===== src/rtl/mem_lane_pkg.sv =====
package mem_lane_pkg;
  localparam int unsigned DATA_W = 32;
  localparam int unsigned LANES  = DATA_W / 8;
  localparam int unsigned OFF_W  = $clog2(LANES);

  typedef enum logic [1:0] {
    SZ_BYTE = 2'd0,
    SZ_HALF = 2'd1,
    SZ_WORD = 2'd2,
    SZ_RSVD = 2'd3
  } size_e;

  typedef enum logic {
    PH_FETCH = 1'b0,
    PH_DATA  = 1'b1
  } phase_e;
endpackage


===== src/rtl/mem_store_steer.sv =====
module mem_store_steer
  import mem_lane_pkg::*;
#(
  parameter bit BIG_ENDIAN = 1'b1
) (
  input  logic              wr_i,
  input  size_e             size_i,
  input  logic [OFF_W-1:0]  off_i,
  input  logic [DATA_W-1:0] wdata_i,
  output logic [LANES-1:0]  be_o,
  output logic [DATA_W-1:0] wdata_o
);
  logic [OFF_W-1:0] lane;
  logic             half_hi;

  // byte order picks how an address offset lands on a lane
  generate
    if (BIG_ENDIAN) begin : g_big
      assign lane    = OFF_W'(LANES - 1) - off_i;
      assign half_hi = ~off_i[1];
    end else begin : g_little
      assign lane    = off_i;
      assign half_hi = off_i[1];
    end
  endgenerate

  always_comb begin
    be_o    = '0;
    wdata_o = wdata_i;
    case (size_i)
      SZ_BYTE: begin
        wdata_o    = {LANES{wdata_i[7:0]}};
        be_o[lane] = wr_i;
      end
      SZ_HALF: begin
        wdata_o = {2{wdata_i[15:0]}};
        if (wr_i) be_o = half_hi ? 4'b1100 : 4'b0011;
      end
      default: begin
        be_o = {LANES{wr_i}};
      end
    endcase
  end
endmodule


===== src/rtl/mem_load_align.sv =====
module mem_load_align
  import mem_lane_pkg::*;
#(
  parameter bit BIG_ENDIAN = 1'b1
) (
  input  size_e             size_i,
  input  logic              sign_i,
  input  logic [OFF_W-1:0]  off_i,
  input  logic [DATA_W-1:0] rdata_i,
  output logic [DATA_W-1:0] data_o
);
  logic [OFF_W-1:0] lane;
  logic             half_hi;
  logic [7:0]       byte_v;
  logic [15:0]      half_v;

  generate
    if (BIG_ENDIAN) begin : g_big
      assign lane    = OFF_W'(LANES - 1) - off_i;
      assign half_hi = ~off_i[1];
    end else begin : g_little
      assign lane    = off_i;
      assign half_hi = off_i[1];
    end
  endgenerate

  always_comb begin
    byte_v = rdata_i[{lane, 3'b000} +: 8];
    half_v = half_hi ? rdata_i[31:16] : rdata_i[15:0];
    case (size_i)
      SZ_BYTE: data_o = {{24{sign_i & byte_v[7]}}, byte_v};
      SZ_HALF: data_o = {{16{sign_i & half_v[15]}}, half_v};
      default: data_o = rdata_i;
    endcase
  end
endmodule


===== src/rtl/mem_bus_seq.sv =====
module mem_bus_seq
  import mem_lane_pkg::*;
#(
  parameter int unsigned       ADDR_W    = 32,
  parameter logic [ADDR_W-1:0] RESET_VEC = '0
) (
  input  logic              clk,
  input  logic              rst_n,
  input  logic              pause_i,
  input  logic [ADDR_W-1:2] fetch_addr_i,
  input  logic              req_valid_i,
  input  logic              req_write_i,
  input  size_e             req_size_i,
  input  logic              req_sign_i,
  input  logic [ADDR_W-1:0] req_addr_i,
  input  logic [LANES-1:0]  st_be_i,
  input  logic [DATA_W-1:0] st_data_i,
  output logic [ADDR_W-1:2] addr_next_o,
  output logic [LANES-1:0]  be_next_o,
  output logic [ADDR_W-1:2] addr_o,
  output logic [LANES-1:0]  be_o,
  output logic [DATA_W-1:0] wdata_o,
  output phase_e            phase_o,
  output size_e             ld_size_o,
  output logic              ld_sign_o,
  output logic [OFF_W-1:0]  ld_off_o,
  output logic              stall_o
);
  phase_e            phase_q, phase_d;
  logic [ADDR_W-1:2] addr_q, addr_d;
  logic [LANES-1:0]  be_q, be_d;
  logic [DATA_W-1:0] wdata_q, wdata_d;
  size_e             ld_size_q;
  logic              ld_sign_q;
  logic [OFF_W-1:0]  ld_off_q;
  logic              take;
  logic              ld_en;

  assign take  = (phase_q == PH_FETCH) && req_valid_i;
  assign ld_en = take && !pause_i;

  always_comb begin
    phase_d = phase_q;
    addr_d  = addr_q;
    be_d    = be_q;
    wdata_d = wdata_q;
    if (!pause_i) begin
      if (take) begin
        phase_d = PH_DATA;
        addr_d  = req_addr_i[ADDR_W-1:2];
        be_d    = st_be_i;
        wdata_d = req_write_i ? st_data_i : '0;
      end else begin
        phase_d = PH_FETCH;
        addr_d  = fetch_addr_i;
        be_d    = '0;
        wdata_d = '0;
      end
    end
  end

  always_ff @(posedge clk or negedge rst_n) begin
    if (!rst_n) begin
      phase_q <= PH_FETCH;
      addr_q  <= RESET_VEC[ADDR_W-1:2];
      be_q    <= '0;
      wdata_q <= '0;
    end else begin
      phase_q <= phase_d;
      addr_q  <= addr_d;
      be_q    <= be_d;
      wdata_q <= wdata_d;
    end
  end

  always_ff @(posedge clk or negedge rst_n) begin
    if (!rst_n) begin
      ld_size_q <= SZ_WORD;
      ld_sign_q <= 1'b0;
      ld_off_q  <= '0;
    end else if (ld_en) begin
      ld_size_q <= req_size_i;
      ld_sign_q <= req_sign_i;
      ld_off_q  <= req_addr_i[OFF_W-1:0];
    end
  end

  assign addr_next_o = addr_d;
  assign be_next_o   = be_d;
  assign addr_o      = addr_q;
  assign be_o        = be_q;
  assign wdata_o     = wdata_q;
  assign phase_o     = phase_q;
  assign ld_size_o   = ld_size_q;
  assign ld_sign_o   = ld_sign_q;
  assign ld_off_o    = ld_off_q;
  assign stall_o     = pause_i || take;
endmodule


===== src/rtl/mem_lane_port.sv =====
module mem_lane_port
  import mem_lane_pkg::*;
#(
  parameter int unsigned       ADDR_W     = 32,
  parameter logic [ADDR_W-1:0] RESET_VEC  = '0,
  parameter bit                BIG_ENDIAN = 1'b1
) (
  input  logic              clk,
  input  logic              rst_n,
  input  logic              pause_i,
  input  logic [ADDR_W-1:2] fetch_addr_i,
  input  logic              req_valid_i,
  input  logic              req_write_i,
  input  logic [1:0]        req_size_i,
  input  logic              req_signed_i,
  input  logic [ADDR_W-1:0] req_addr_i,
  input  logic [31:0]       req_wdata_i,
  input  logic [31:0]       rdata_i,
  output logic [ADDR_W-1:2] addr_next_o,
  output logic [3:0]        be_next_o,
  output logic [ADDR_W-1:2] addr_o,
  output logic [3:0]        be_o,
  output logic [31:0]       wdata_o,
  output logic [31:0]       load_data_o,
  output logic              stall_o
);
  size_e             req_size;
  logic [LANES-1:0]  st_be;
  logic [DATA_W-1:0] st_data;
  phase_e            phase;
  size_e             ld_size;
  logic              ld_sign;
  logic [OFF_W-1:0]  ld_off;

  assign req_size = size_e'(req_size_i);

  mem_store_steer #(.BIG_ENDIAN(BIG_ENDIAN)) u_steer (
    .wr_i    (req_write_i),
    .size_i  (req_size),
    .off_i   (req_addr_i[OFF_W-1:0]),
    .wdata_i (req_wdata_i),
    .be_o    (st_be),
    .wdata_o (st_data)
  );

  mem_bus_seq #(.ADDR_W(ADDR_W), .RESET_VEC(RESET_VEC)) u_seq (
    .clk          (clk),
    .rst_n        (rst_n),
    .pause_i      (pause_i),
    .fetch_addr_i (fetch_addr_i),
    .req_valid_i  (req_valid_i),
    .req_write_i  (req_write_i),
    .req_size_i   (req_size),
    .req_sign_i   (req_signed_i),
    .req_addr_i   (req_addr_i),
    .st_be_i      (st_be),
    .st_data_i    (st_data),
    .addr_next_o  (addr_next_o),
    .be_next_o    (be_next_o),
    .addr_o       (addr_o),
    .be_o         (be_o),
    .wdata_o      (wdata_o),
    .phase_o      (phase),
    .ld_size_o    (ld_size),
    .ld_sign_o    (ld_sign),
    .ld_off_o     (ld_off),
    .stall_o      (stall_o)
  );

  mem_load_align #(.BIG_ENDIAN(BIG_ENDIAN)) u_align (
    .size_i  (ld_size),
    .sign_i  (ld_sign),
    .off_i   (ld_off),
    .rdata_i (rdata_i),
    .data_o  (load_data_o)
  );
endmodule


===== config.mk =====
export PLATFORM = sky130hd
export DESIGN_NAME = mem_lane_port
export DESIGN_NICKNAME = d
export VERILOG_FILES = /design/src/rtl/mem_lane_pkg.sv /design/src/rtl/mem_store_steer.sv /design/src/rtl/mem_load_align.sv /design/src/rtl/mem_bus_seq.sv /design/src/rtl/mem_lane_port.sv
export SDC_FILE = /design/constraint.sdc
export NUM_CORES = 1
export LEC_CHECK = 0
export BUFFER_PORTS_ARGS = -buffer_cell sky130_fd_sc_hd__buf_2
export CAP_MARGIN = 20
export CORE_MARGIN = 5
export CORE_UTILIZATION = 45
export DETAILED_ROUTE_END_ITERATION = 7
export PLACE_DENSITY = 0.9
export REMOVE_ABC_BUFFERS = 1
export SETUP_SLACK_MARGIN = 0.4
export SYNTH_ARGS = -nofsm -noshare
export SYNTH_HDL_FRONTEND = slang
export SYNTH_SLANG_ARGS = --single-unit
export TNS_END_PERCENT = 20

===== constraint.sdc =====
create_clock -name clk -period 3.1 [get_ports clk]
set_clock_uncertainty 0.2 [all_clocks]
set_input_delay 0 -clock clk [delete_from_list [all_inputs] [get_ports clk]]
set_output_delay 0 -clock clk [all_outputs]
set_load 0.05 [all_outputs]

==> results of run 1 <==
==> through the flow <==
step / setup TNS, ns / instances / hold slack (ns) / area [um2] / setup WS, ns
final: 0 / 907 / 0.0898 / 6610 / 0.402
after global routing: 0 / 907 / 0.0873 / 6610 / 0.310
after CTS: 0 / 907 / 0.0608 / 6600 / 0.419
after detailed placement: 0 / 780 / 0.0460 / 5260 / 0.600
after global placement: 0 / 780 / 0.0432 / 5260 / 0.698
after floorplan: -59.02 / 402 / -0.496 / 3720 / -1.11
==> power groups by stage <==
stage               Clock, mW  Sequential, mW  Combinational, mW
finish                  0.877            1.13               2.04
global route            0.925            1.14               2.11
CTS                     0.869            1.11               1.95
detailed placement          0            1.13               1.79
global placement            0            1.12               1.77
floorplan                   0            1.40               1.01
==> path summary, 6_finish.rpt <==
check	start	to	slack [ns]
setup / recovery	u_seq.ld_off_o[1]	load_data_o[18]	0.40
hold / removal	req_size_i[1]	u_seq.wdata_o[23]	0.09
setup reg to reg	u_seq.phase_o	u_seq.addr_o[19]	0.43
hold reg to reg	u_seq.wdata_o[9]	u_seq.wdata_o[9]	0.30
max in group asynchronous	rst_n	u_seq.ld_off_o[1]	1.82
min in group asynchronous	rst_n	u_seq.addr_o[25]	0.20
==> critical path: stages, from the launching register on <==
cell and delay [ns]:
dfrtp_2 0.61, mux2_2 0.41, a31oi_1 0.16, and3_1 0.59, a21oi_1 0.13, buf_2 0.25
==> state kept, by name, summed over array words and instances, names as in the netlist <==
name and count:
u_seq.addr_o 30, u_seq.be_o 4, u_seq.ld_off_o 2, u_seq.ld_sign_o 1
u_seq.ld_size_o 2, u_seq.phase_o 1, u_seq.wdata_o 32
==> cell families after synthesis <==
| family | share of synthesized area [%] |
|---|---|
| multiplexers | 13.8 |
| AO/OA/AOI/OAI | 20.3 |
| buffers and inverters | 5.72 |
| AND/OR/NAND/NOR | 13.7 |
| flip-flops | 46.5 |
==> cell usage in the layout, fill, tap and decap left out, types with 2 or more instances in the layout <==
cell type,n
dlygate4sd3_1,111
o21ai_0,82
dfrtp_1,70
mux2i_1,40
nor2_1,9
a221o_1,7
buf_2,266
bufinv_16,2
buf_4,6
o21a_1,2
inv_1,19
nor2b_1,15
a21oi_1,22
clkbuf_8,10
mux2_2,11
a22oi_1,7
nand2_1,91
a22o_1,8
==> cell type report <==
class	instances	area [um2]	share of cell area (%)
clock buffer	10	138	2.08
inverter	19	71.3	1.08
multi-input combinational	311	1860	28.2
clock inverter	6	90.1	1.36
sequential	72	1800	27.3
tap	105	131	1.99
timing repair buffer	384	2510	38.0
==> routing by layer <==
metal  part of all wire, %  up-vias  GRT usage, %
met5                 0.099        -             0
met4                   7.5        2          26.9
met3                    12      144          15.6
met2                    49      437          66.6
met1                    32     2465          37.9
li1                      -     2228             -
==> timing repair <==
item                                    CTS  global route
setup buffers                             0             0
endpoints found under the setup margin   23            27
endpoints found under the hold margin   143             0
resized for setup                         1             2
pin swaps                                 0             0
hold buffers                            111             0
==> flow_summary.toml, run 1 <==
[drt]
vias = 5276
drcViolationCount = 0
ant_nets = 0
firstDrtPassIters = 5
routed_wl_um = 20200
drt-initial-drc-count = 345
wl_per_cell_um = 22.3
via_per_inst = 5.82

[power_and_ir_drop]
p_int_mw = 2.07
pwr-share-seq_pct = 27.9
p_comb_share_pct = 50.4
total_power_mw = 4.04
powerDensity_nw_per_um2 = 612
clockPowerShare_pct = 21.7
p_leak_nw = 3.51
p_sw_share_pct = 48.8
p_switching_mw = 1.97
ir_worst_vdd_uv = 345

[cells_and_area]
area_growth_syn_to_layout_pct = 70.5
final_util_pct = 79.6
fillers = 481
n_antenna_cell = 0
finalNetCount = 931
final_layout_size_suffix_gt1_share_pct = 38.4

[grt]
grt_use_total_pct = 38.7
grt_remaining_overflow = 0
grt_pass1_wl_um = 30500
grt_pass1_vias = 5520
antenna_found_initial = 1
grt_max_degree = 99

[sta]
tightest_slew_ns = 0.939
finalHoldViolations = 0
report.final.slew_viol_count = 0
min_period_ns = 2.70
min_period_over_period_pct = 87.0
rsz0062_at_grt = "true"
setup_viol = 0
fmax_mhz = 371
maxSlewHeadroom_pct = 37.4

[logic_synthesis]
ys.flop_type = "dfrtp_1"
netlist.area_leader.share_pct = 45.9
synth.area.top_cells = "dfrtp_1 46%, mux2i_1 11%, o21ai_0 11%, nand2_1 8.8%, mux2_2 3.2%"
synth_edf_count = 0
yosysTopAreaCell = "dfrtp_1"
synth-async-reset-ratio_pct = 100
yosysWarnings = 0
syn-cell-area_um2 = 3870
netlist_instances = 435
synth.avg_cell_area_um2 = 8.91
ys_types = 33
yosysMostFrequentCell = "nand2_1"
synth-seq-cells = 72
ys_seq_area_share_pct = 46.5
synthTopCellsByCount = "91 x nand2_1, 82 x o21ai_0, 71 x dfrtp_1"

[clocking]
cts_buffers = 9
clkSlewWorstSetupHoldPaths_ns = 0.08
h-tree-depth = 3
root_buffer = "clkbuf_8"
cts_buffer_depth = 2
clk_latency_ns = 0.33
cts_sinks = 72
cts_tree = "done"

[setup_path]
cp-start-kind = "flip-flop"
rr_worst_depth = 5
cp_max_fo = 23
worstPathArrival_ns = 2.50
worstSetupPathType = "flip-flop to output port"
crit_path_end_kind = "output port"
worstPathRequired_ns = 2.90

[placed_design]
place_congestion = 0.898
portBuffers = 266
post-dp-hpwl_um = 11300

[floorplan]
start_util_pct = 46.7
core_region_area_um2 = 8300
dieWidth_um = 103
die_y_um = 103
die-area_um2 = 10600
ios = 267
rows = 33

[worst_hold_path]
worst_hold_path_type = "input pin to flip-flop"
min_path_cells = 3

[status]
status = "finished, final reports clean"

[job]
cap_viol_max_count = 0
Note: power is estimated with default switching activity, not from simulation.
==> run 2: changes to the inputs <==
Settings changed: CORE_UTILIZATION 45 to 42, PLACE_DENSITY 0.9 to 0.85.
Clock period 3.1 ns to 2.7 ns, I/O delays scaled along.
==> flow_summary.toml, run 2 (same netlist as run 1, synthesis figures left out) <==
[floorplan]
core_region_area_um2 = 9110
die_y_um = 106
ios = 267
die-area_um2 = 11200
rows = 35
dieWidth_um = 106
start_util_pct = 42.5

[setup_path]
worstSetupPathType = "flip-flop to output port"
critPathLaunch = "u_seq.ld_off_o[1]"
cp_max_fo = 7
rrSetupSlack_ns = 0.44
worstPathArrival_ns = 2.08
cp-start-kind = "flip-flop"
crit_path_end_kind = "output port"
worstReg2RegStart = "u_seq.phase_o"
worstPathRequired_ns = 2.50

[drt]
drt-initial-drc-count = 338
vias = 5049
ant_nets = 0
routed_wl_um = 18500
firstDrtPassIters = 5
via_per_inst = 5.54
drcViolationCount = 0
wl_per_cell_um = 20.3

[clocking]
cts_buffer_depth = 2
root_buffer = "clkbuf_8"
cts_sinks = 72
h-tree-depth = 3
cts_tree = "done"
clkSlewWorstSetupHoldPaths_ns = 0.08
cts_buffers = 9
clk_latency_ns = 0.34

[cells_and_area]
design_area_um2 = 6610
n_antenna_cell = 0
mostFrequentLayoutCell = "buf_2"
fillers = 619
mostFrequentLayoutCells = "254 x buf_2, 105 x dlygate4sd3_1, 91 x nand2_1"
final_cells = 911
final_layout_size_suffix_gt1_share_pct = 39.5
area_growth_syn_to_layout_pct = 70.7
largest_register_ffs = 32
finalNetCount = 930

[sta]
min_period_over_period_pct = 84.4
min_period_ns = 2.28
report.final.slew_viol_count = 0
fin_setup_tns_ns = 0
tightest_slew_ns = 0.915
rsz0062_at_grt = "true"
setup_viol = 0
finalHoldViolations = 0
fmax_mhz = 439
maxSlewHeadroom_pct = 39.0
hold_slack_ns = 0.0320

[grt]
grt_use_total_pct = 32.0
grt_pass1_vias = 5307
antenna_found_initial = 0
grt_pass1_wl_um = 28200
grt_max_degree = 99
grt_remaining_overflow = 0

[placed_design]
place_inst = 787
placed_cell_area_um2 = 5260
post-dp-hpwl_um = 10300
place_congestion = 0.926
portBuffers = 266

[power_and_ir_drop]
p_leak_nw = 3.50
ir_worst_vdd_uv = 375
total_power_mw = 4.46
powerDensity_nw_per_um2 = 674

[worst_hold_path]
worst_hold_path_type = "input pin to flip-flop"
hold_start = "req_size_i[1]"

[status]
status = "finished, final reports clean"

[job]
cap_viol_max_count = 0
[run 2: cell count changes in the layout (fill, tap and decap cells not counted), moves of 2 or more]
cell           change
dlygate4sd3_1      -6
buf_2             -12
clkinv_2           +2
buf_4              +4
clkbuf_4          +11
[run 2: power breakdown]
group,internal [mW],total (mW),switching [mW]
clock,0.419,0.844,0.425
combinational,0.679,2.34,1.66
sequential,1.18,1.27,0.0918
[run 2: path summary, 6_finish.rpt]
| path | end | cells past startpoint |
|---|---|---|
| worst min-delay path | u_seq.wdata_o[21] | 3 |
| worst min register to register | u_seq.wdata_o[9] | 2 |
| worst max register to register | u_seq.addr_o[3] | 5 |
| max in group asynchronous | u_seq.ld_size_o[0] | 2 |
| worst max-delay path | load_data_o[10] | 5 |
| min in group asynchronous | u_seq.addr_o[19] | 2 |
[run 2: area by class of cell]
class / instances / area, um2 / area share, %
clock inverter: 6 / 61.3 / 0.927
multi-input combinational: 311 / 1880 / 28.4
sequential: 72 / 1800 / 27.3
tap: 111 / 139 / 2.10
clock buffer: 9 / 124 / 1.87
timing repair buffer: 383 / 2540 / 38.4
inverter: 19 / 71.3 / 1.08
[run 2: routing by layer]
layer / global-route usage [%] / vias to the layer above / wire, um
met5: 0 / - / 0
met4: 17.6 / 0 / 970
met3: 6.98 / 86 / 1750
met2: 58.3 / 390 / 9580
met1: 34.1 / 2356 / 6190
li1: - / 2217 / -
[run 2: critical path, cell delays in order, from the launching register on]
cell,delay (ns)
dfrtp_1,0.41
mux2i_1,0.14
or3_1,0.41
a21oi_2,0.34
a221o_1,0.17
buf_2,0.26
[run 2: timing repair]
action	in CTS	in global routing
gates cloned	0	1
setup endpoints to repair	37	86
hold buffers	105	0
setup buffers	0	3
pin swaps	0	1
resized for setup	3	20
endpoints found under the hold margin	143	0
[run 2: stage by stage]
stage / setup WS [ns] / util (%)
after detailed placement: 0.558 / 57.8
after CTS: 0.348 / 71.5
final: 0.421 / 72.6
after global routing: 0.300 / 72.6
after global placement: 0.681 / 57.8
after floorplan: -1.51 / -
